[src/rtl/dmac_pkg.sv]
package dmac_pkg;

    typedef enum logic [2:0] {
        FN_ADDR   = 3'd0,
        FN_COUNT  = 3'd1,
        FN_PAGE   = 3'd2,
        FN_MODE   = 3'd3,
        FN_MASK   = 3'd4,
        FN_REQ    = 3'd5,
        FN_PTRCLR = 3'd6,
        FN_NONE   = 3'd7
    } bus_fn_e;

    typedef enum logic [1:0] {
        OP_DEMAND  = 2'd0,
        OP_SINGLE  = 2'd1,
        OP_BLOCK   = 2'd2,
        OP_CASCADE = 2'd3
    } op_e;

    // Mode byte bits 7:2 in order: op[7:6], dec[5], autoinit[4], dir[3:2]
    typedef struct packed {
        op_e        op;
        logic       dec;
        logic       autoinit;
        logic [1:0] dir;
    } mode_t;

    typedef enum logic {
        PTR_LO = 1'b0,
        PTR_HI = 1'b1
    } ptr_state_e;

endpackage

[src/rtl/dmac_byteptr.sv]
module dmac_byteptr
    import dmac_pkg::*;
(
    input  logic clk,
    input  logic rst_n,
    input  logic clr,
    input  logic step,
    output logic hi_sel
);

    ptr_state_e state_q, state_d;

    // state register
    always_ff @(posedge clk or negedge rst_n) begin
        if (!rst_n) state_q <= PTR_LO;
        else        state_q <= state_d;
    end

    // transitions
    always_comb begin
        state_d = state_q;
        unique case (state_q)
            PTR_LO: if (clr)       state_d = PTR_LO;
                    else if (step) state_d = PTR_HI;
            PTR_HI: if (clr || step) state_d = PTR_LO;
        endcase
    end

    // outputs
    always_comb begin
        hi_sel = (state_q == PTR_HI);
    end

endmodule

[src/rtl/dmac_channel.sv]
module dmac_channel
    import dmac_pkg::*;
#(
    parameter int AW            = 16,
    parameter int PW            = 8,
    parameter bit FIXED_CASCADE = 1'b0
)(
    input  logic          clk,
    input  logic          rst_n,
    input  logic          hi_sel,
    input  logic [7:0]    wdata,
    input  logic          wr_addr,
    input  logic          wr_count,
    input  logic          wr_page,
    input  logic          wr_mode,
    input  logic          mask_we,
    input  logic          req_we,
    input  logic          hw_req,
    input  logic          stb,
    output logic [AW-1:0] cur_addr,
    output logic [AW-1:0] cur_cnt,
    output logic [PW-1:0] page,
    output logic [1:0]    dir,
    output logic          masked,
    output logic          svc,
    output logic          tc
);

    localparam int    BYTE      = 8;
    localparam mode_t CASC_MODE = '{op: OP_CASCADE, dec: 1'b0, autoinit: 1'b0, dir: 2'b00};

    logic [AW-1:0] base_addr, base_cnt;
    mode_t         mode_q, mode_eff;
    logic          sreq;
    logic          is_casc, go, at_zero;

    assign mode_eff = FIXED_CASCADE ? CASC_MODE : mode_q;
    assign is_casc  = (mode_eff.op == OP_CASCADE);
    assign go       = stb && !is_casc;
    assign at_zero  = (cur_cnt == '0);

    always_ff @(posedge clk or negedge rst_n) begin
        if (!rst_n) begin
            base_addr <= '0;
            cur_addr  <= '0;
            base_cnt  <= '0;
            cur_cnt   <= '0;
            page      <= '0;
            mode_q    <= '0;
            masked    <= 1'b1;
            sreq      <= 1'b0;
            tc        <= 1'b0;
        end else begin
            tc <= go && at_zero;
            if (wr_addr && !is_casc) begin
                if (hi_sel) begin
                    base_addr[AW-1:BYTE] <= wdata;
                    cur_addr[AW-1:BYTE]  <= wdata;
                end else begin
                    base_addr[BYTE-1:0]  <= wdata;
                    cur_addr[BYTE-1:0]   <= wdata;
                end
            end
            if (wr_count && !is_casc) begin
                if (hi_sel) begin
                    base_cnt[AW-1:BYTE] <= wdata;
                    cur_cnt[AW-1:BYTE]  <= wdata;
                end else begin
                    base_cnt[BYTE-1:0]  <= wdata;
                    cur_cnt[BYTE-1:0]   <= wdata;
                end
            end
            if (wr_page)                  page   <= wdata;
            if (wr_mode && !FIXED_CASCADE) mode_q <= mode_t'(wdata[7:2]);
            if (mask_we)                  masked <= wdata[2];
            if (req_we)                   sreq   <= wdata[2];
            if (go) begin
                if (at_zero && mode_eff.autoinit) begin
                    cur_addr <= base_addr;
                    cur_cnt  <= base_cnt;
                end else begin
                    cur_addr <= mode_eff.dec ? cur_addr - AW'(1) : cur_addr + AW'(1);
                    cur_cnt  <= cur_cnt - AW'(1);
                    if (at_zero) begin
                        masked <= 1'b1;
                        sreq   <= 1'b0;
                    end
                end
            end
        end
    end

    assign dir = mode_eff.dir;
    assign svc = !masked && !is_casc && (hw_req || sreq);

endmodule

[src/rtl/dmac_regfile.sv]
module dmac_regfile
    import dmac_pkg::*;
#(
    parameter int NUM_CH     = 8,
    parameter int AW         = 16,
    parameter int PW         = 8,
    parameter int CASCADE_CH = 4
)(
    input  logic                   clk,
    input  logic                   rst_n,
    input  logic                   bus_wr,
    input  logic                   bus_rd,
    input  logic [2:0]             bus_fn,
    input  logic [$clog2(NUM_CH)-1:0] bus_ch,
    input  logic [7:0]             bus_wdata,
    output logic [7:0]             bus_rdata,
    input  logic [NUM_CH-1:0]      hw_dreq,
    output logic [NUM_CH-1:0]      svc_req,
    output logic [NUM_CH-1:0]      mask_o,
    input  logic                   xfer_stb,
    input  logic [$clog2(NUM_CH)-1:0] xfer_ch,
    output logic [AW+PW-1:0]       xfer_addr,
    output logic [1:0]             xfer_dir,
    output logic                   tc_pulse
);

    localparam int CW   = $clog2(NUM_CH);
    localparam int SUBW = 2;
    localparam int BYTE = 8;

    bus_fn_e fn;
    logic    acc_ac, ptr_clr, ptr_hi;

    logic [NUM_CH-1:0][AW-1:0]    cur_addr_v, cur_cnt_v;
    logic [NUM_CH-1:0][PW-1:0]    page_v;
    logic [NUM_CH-1:0][AW+PW-1:0] xaddr_v;
    logic [NUM_CH-1:0][1:0]       dir_v;
    logic [NUM_CH-1:0]            tc_v;

    assign fn      = bus_fn_e'(bus_fn);
    assign acc_ac  = (bus_wr || bus_rd) && (fn == FN_ADDR || fn == FN_COUNT);
    assign ptr_clr = bus_wr && (fn == FN_PTRCLR);

    dmac_byteptr u_ptr (
        .clk    (clk),
        .rst_n  (rst_n),
        .clr    (ptr_clr),
        .step   (acc_ac),
        .hi_sel (ptr_hi)
    );

    for (genvar i = 0; i < NUM_CH; i++) begin : g_ch
        localparam bit IS_WORD  = (i > CASCADE_CH);
        localparam bit IS_FIXED = (i == CASCADE_CH);
        logic hit_dir, hit_ctl;

        assign hit_dir = (bus_ch == CW'(i));
        assign hit_ctl = ({bus_ch[CW-1:SUBW], bus_wdata[SUBW-1:0]} == CW'(i));

        dmac_channel #(
            .AW            (AW),
            .PW            (PW),
            .FIXED_CASCADE (IS_FIXED)
        ) u_ch (
            .clk      (clk),
            .rst_n    (rst_n),
            .hi_sel   (ptr_hi),
            .wdata    (bus_wdata),
            .wr_addr  (bus_wr && fn == FN_ADDR  && hit_dir),
            .wr_count (bus_wr && fn == FN_COUNT && hit_dir),
            .wr_page  (bus_wr && fn == FN_PAGE  && hit_dir),
            .wr_mode  (bus_wr && fn == FN_MODE  && hit_ctl),
            .mask_we  (bus_wr && fn == FN_MASK  && hit_ctl),
            .req_we   (bus_wr && fn == FN_REQ   && hit_ctl),
            .hw_req   (hw_dreq[i]),
            .stb      (xfer_stb && xfer_ch == CW'(i)),
            .cur_addr (cur_addr_v[i]),
            .cur_cnt  (cur_cnt_v[i]),
            .page     (page_v[i]),
            .dir      (dir_v[i]),
            .masked   (mask_o[i]),
            .svc      (svc_req[i]),
            .tc       (tc_v[i])
        );

        if (IS_WORD) begin : g_word
            assign xaddr_v[i] = {page_v[i][PW-1:1], cur_addr_v[i], 1'b0};
        end else begin : g_byte
            assign xaddr_v[i] = {page_v[i], cur_addr_v[i]};
        end
    end

    always_comb begin
        case (fn)
            FN_ADDR:  bus_rdata = ptr_hi ? cur_addr_v[bus_ch][AW-1:BYTE] : cur_addr_v[bus_ch][BYTE-1:0];
            FN_COUNT: bus_rdata = ptr_hi ? cur_cnt_v[bus_ch][AW-1:BYTE]  : cur_cnt_v[bus_ch][BYTE-1:0];
            FN_PAGE:  bus_rdata = page_v[bus_ch];
            default:  bus_rdata = '0;
        endcase
    end

    assign xfer_addr = xaddr_v[xfer_ch];
    assign xfer_dir  = dir_v[xfer_ch];
    assign tc_pulse  = |tc_v;

endmodule

[config.mk]
export PLATFORM = sky130hd
export DESIGN_NAME = dmac_regfile
export DESIGN_NICKNAME = d
export VERILOG_FILES = /design/src/rtl/dmac_pkg.sv /design/src/rtl/dmac_byteptr.sv /design/src/rtl/dmac_channel.sv /design/src/rtl/dmac_regfile.sv
export SDC_FILE = /design/constraint.sdc
export NUM_CORES = 2
export LEC_CHECK = 0
export BUFFER_PORTS_ARGS = -buffer_cell sky130_fd_sc_hd__buf_2
export CAP_MARGIN = 20
export CORE_MARGIN = 3
export CORE_UTILIZATION = 45
export DETAILED_ROUTE_END_ITERATION = 12
export SLEW_MARGIN = 20
export SYNTH_ARGS = -nofsm -noshare
export SYNTH_HDL_FRONTEND = slang
export SYNTH_HIERARCHICAL = 1
export SYNTH_SLANG_ARGS = --single-unit
[constraint.sdc]
create_clock -name clk -period 3.6 [get_ports clk]
set_input_delay 0.36 -clock clk [delete_from_list [all_inputs] [get_ports clk]]
set_output_delay 0.36 -clock clk [all_outputs]
set_load 0.1 [all_outputs]
* Word level (Yosys, flattened, before mapping)
Index checks and enable logic that the tools add are counted.
** Storage, ports and cells
- Output and inout bits :: 51
- Register bits after elaboration :: 577
** Cells by class
- Multiplexer cells :: 124
- Order comparisons :: 2
- Equality and inequality tests :: 40
- Bitwise logic cells :: 1
- Add/sub/neg operators :: 21
- Reduce and logical (&&, ||, !) cells :: 221
** Operator list (number)
- two-way mux 16 bit :: 51
- subtractor 16 x 1 -> 16 bit, second input constant :: 14
- adder 16 x 1 -> 16 bit, second input constant :: 7
- logical NOT 16 bit :: 7
- AND reduction 2 bit :: 56
- logical AND 1 bit :: 108
- binary-select mux 16 bit (select 3 bit) :: 2
- binary-select mux 24 bit (select 3 bit) :: 1
- two-way mux 1 bit :: 59
- == test 3 bit, second input constant :: 14
- nonzero test 2 bit :: 21
- two-way mux 8 bit :: 5
- binary-select mux 8 bit (select 3 bit) :: 1
- == test 3 x 2 -> 1 bit, second input constant :: 8
- two-way mux 24 bit :: 1
- case mux 8 bit (3 select lines) :: 1
- == test 2 bit, second input constant :: 7
- logical NOT 1 bit :: 14
- inequality test 2 x 1 -> 1 bit, second input constant :: 7
- == test 3 x 1 -> 1 bit, second input constant :: 4
- logical NOT 3 bit :: 4
- logical OR 1 bit :: 10
- less-than comparator 3 x 4 -> 1 bit, second input constant :: 2
- OR reduction 7 bit :: 1
- other kinds (4) :: 4

* Depth between registers and ports, before layout
- Depth after elaboration :: 7
- Mapped depth :: 13

* By module
The synthesis kept the hierarchy.
** By module, submodules not included
- dmac_channel (g_ch[3].u_ch ...) :: cells an instance 494, instances 3, area an instance 4652.0 um^2
- dmac_channel (g_ch[0].u_ch ...) :: cells an instance 483, instances 3, area an instance 4619.4 um^2
- dmac_regfile :: cells an instance 455, instances 1, area an instance 4714.5 um^2
- dmac_channel (g_ch[7].u_ch) :: cells an instance 494, instances 1, area an instance 4653.2 um^2
- dmac_channel (g_ch[4].u_ch) :: cells an instance 56, instances 1, area an instance 643.1 um^2
- dmac_byteptr :: cells an instance 3, instances 1, area an instance 37.5 um^2

* Worst setup path before layout
No wires, ideal clock.
- Path kind :: register -> output
- From :: reg u_ptr.state_q (netlist: u_ptr/hi_sel)
- To :: out bus_rdata[5]
- Setup slack :: -0.481 ns
- Buffers on the path :: 2
- Data arrival time :: 3.721 ns
- Required time :: 3.240 ns
- Cell stages (with the launch flop) :: 5
- Cell sequence :: dfrtp_1 clkbuf_1 buf_2 nand2_1 o311ai_1
** Between the ends
- Word-level cells in the longest chain between the ends :: 2
** Ends and longest elaborated chain
- start, declared :: line dmac_byteptr.sv:11 : ptr_state_e state_q, state_d;
- start signal, assigned :: line dmac_byteptr.sv:16 : else state_q <= state_d;
- two-way mux 8 bit, on equally long branches :: line dmac_regfile.sv:96, dmac_regfile.sv:95
- case mux 8 bit (3 select lines) * :: line dmac_regfile.sv:94 : case (fn)
- end, declared :: line dmac_regfile.sv:16 : output logic [7:0] bus_rdata,
Mark *: on every way between the ends. The rest lies on a longest branch, timed or not.

* Final worst setup path
- From :: reg u_ptr.state_q (netlist: u_ptr/hi_sel)
- To :: out bus_rdata[3]
The elaborated chain is that of the path after synthesis.

==> results.yml <==
floorplan:
  design.core.area_um2: 82600
  fp.dieArea_um2: 87600
  die_y_um: 296
  dieWidth_um: 296
  io_pins: 81
  start_util_pct: 45.8
  core.rowCount: 105
synth:
  netlist_instances: 3934
  yosys_warnings: 6
  postSynthAreaPerCell_um2: 9.62
  synth_area_um2: 37800
power:
  pwr-share-clk_pct: 24.5
  p_per_area_nw_per_um2: 723
  seq_power_share_pct: 36.3
  p_sw_w: 0.0128
  p_comb_share_pct: 39.2
  power_w: 0.0304
  p_leak_nw: 19.5
  swShare_pct: 42.1
  ir_drop_mv: 0.547
  internal-power_w: 0.0176
timing:
  finalClockSkew_ps: 36.8
  finalSetupTns_ps: 0
  rsz0062_at_grt: "false"
  relSlewSlack_pct: 28.2
  finalHoldViolations: 0
  fin_crit_ps: 3530
  slew_viol_final: 0
  finalCritPeriodShare_pct: 97.9
  clock.fmax_ghz: 0.284
  worst_pin_slew_ps: 1080
  hold_ws_ps: 216
  finalWorstSetupSlack_ps: 74.8
  setup_viol: 0
global_routing:
  grt_max_degree: 102
  grt_pass1_vias: 29900
  grt_pass1_wl_um: 192000
  grt_overflow: 0
  grtUsageTotal_pct: 28.9
  antenna_found_initial: 6
setup_path:
  critPathArrivalTime_ps: 3170
  crit_buf_inv: 2
  critPathRequiredTime_ps: 3240
  cpLargestDelayFamily: "simple AND/OR/NAND/NOR gates"
  cp_slowest_cell: "or4_1"
  critical_path.cell_chain: "buf_12 > nand2b_1 > o22ai_1 > a21oi_1 > and3_1 > or4_1 > buf_2"
  end_kind: "output pin"
  ff2ff_setup_slack_ps: 610
  cp_max_fo: 41
  start_kind: "flip-flop"
  worstSetupPathType: "reg -> out"
  slowest_delay_ps: 650
drt:
  drtPass1Iterations: 6
  drt_iter0_drc: 3098
  viasPerCell: 6.23
  drt_drc_violations_left: 0
  ant_nets: 0
  num_vias: 31900
  routed_wirelength_um: 127000
  wire_per_inst_um: 24.9
  drt-met1-wl_um: 58100
  wl_met2_um: 53700
  highest_layer: "met5"
  dr_wl_met3_um: 11400
placed_design:
  portBuffers: 78
  dp.cells: 4990
  gp_congestion: 0.936
  place_hpwl_um: 91100
  dp_slack_ps: 376
clock_network:
  clkTransAtPathRegs_ps: 60
  clock-root-buffer: "clkbuf_16"
  cts_tree: "done"
  cts.sinks: 577
  insertion_delay_ps: 620
  htree_levels: 3
  clock_path_buffers: 3
  cts_setup_buffers: 0
  cts_buffers: 71
finish:
  drive_gt1_share_pct: 19.8
  layout.cells.non_filler: 5118
  nets: 4143
  area_growth_pct: 11.2
  fillers: 7629
flow_run:
  max_cap_violations: 0
status:
  status: "complete, no violations"
worst_hold_path:
  holdCritPathClass: "in -> reg"
[worst paths after layout]
path,start,to,cells past startpoint
max reg2reg,g_ch[0].u_ch/mode_eff[3],g_ch[0].u_ch/cur_addr[14],8
min in group asynchronous,rst_n,g_ch[7].u_ch/cur_addr[14],2
min reg2reg,g_ch[5].u_ch/base_addr[13],g_ch[5].u_ch/base_addr[13],2
min,bus_fn[0],u_ptr/hi_sel,3
max in group asynchronous,rst_n,g_ch[2].u_ch/cur_addr[1],3
max,u_ptr/hi_sel,bus_rdata[3],7
[layer usage]
metal  vias to the layer above  global-route usage [%]
met1                     15900                    43.4
met2                      1258                    41.6
li1                      14500                       -
met3                       198                    5.76
met4                         2                    9.95
met5                         -                       0
[worst reg2reg max path: cells and delay by family (launching register included)]
family / cells / cell delay [ps]
AO/OA/AOI/OAI: 6 / 1570
XOR/XNOR: 1 / 200
adder cells (fa/ha/maj): 1 / 410
flip-flops: 1 / 680
[through the flow]
stage	util (%)	area, um2
final	50.9	42100
after global routing	50.9	42100
after CTS	50.9	42100
after detailed placement	48.0	39700
after global placement	48.0	39700
after floorplan	-	38000
[layout by cell type, fill, tap and decap left out, types with 13 or more instances in the layout]
cell type  count
a211oi_1      45
a21o_1        31
a21oi_1      175
a22o_1        15
a22oi_1       20
a31oi_1       65
and2_1        19
and3_1        58
buf_12        14
buf_2         63
buf_4        171
clkbuf_16     71
clkbuf_8      17
clkinv_2      13
conb_1        36
dfrtp_1      568
ha_1         112
inv_1         37
mux2_2       248
mux2i_1      169
mux4_2       104
nand2_1      665
nand3_1      126
nand4_1       27
nor2_1       236
nor2b_1       28
nor3_1        93
nor4_1        26
o211ai_1      86
o21ai_0      153
o21ai_1       36
o22ai_1       22
o31ai_1       33
or3_1         43
or4_1         17
xnor2_1       80
xor2_1        70
[power by group through the flow]
stage	Clock [W]	Sequential, W	Combinational (W)
finish	0.00746	0.0110	0.0119
global route	0.00783	0.0112	0.0131
CTS	0.00760	0.0109	0.0118
detailed placement	0	0.0110	0.0117
global placement	0	0.0109	0.0116
floorplan	0	0.00965	0.00920
[cell type report]
cell class	instances	area, um2	share of cell area, %
clock buffers	97	2040	4.86
well taps	1070	1340	3.18
repair buffers	252	1920	4.57
flip-flops and latches	577	14500	34.3
inverters	38	143	0.339
diodes	1	2.50	0.00595
clock inverters	29	364	0.865
multi-input cells	3054	21800	51.8
[sequential cells by signal (all words and copies together) (netlist names), 8 cells and up]
signal and flops:
g_ch.u_ch/base_addr 112, g_ch.u_ch/cur_cnt 112, g_ch.u_ch/mode_eff 28, g_ch.u_ch/cur_addr 112, g_ch.u_ch/dir 14, g_ch.u_ch/page 64
g_ch.u_ch/base_cnt 112, g_ch.u_ch/masked 8
[what timing repair did]
action	4_1_cts	5_1_grt
resized for setup	0	4
hold endpoints to repair	63	0
hold buffers	1	0
setup endpoints to repair	0	3
Power figures use the tool's default switching activity.
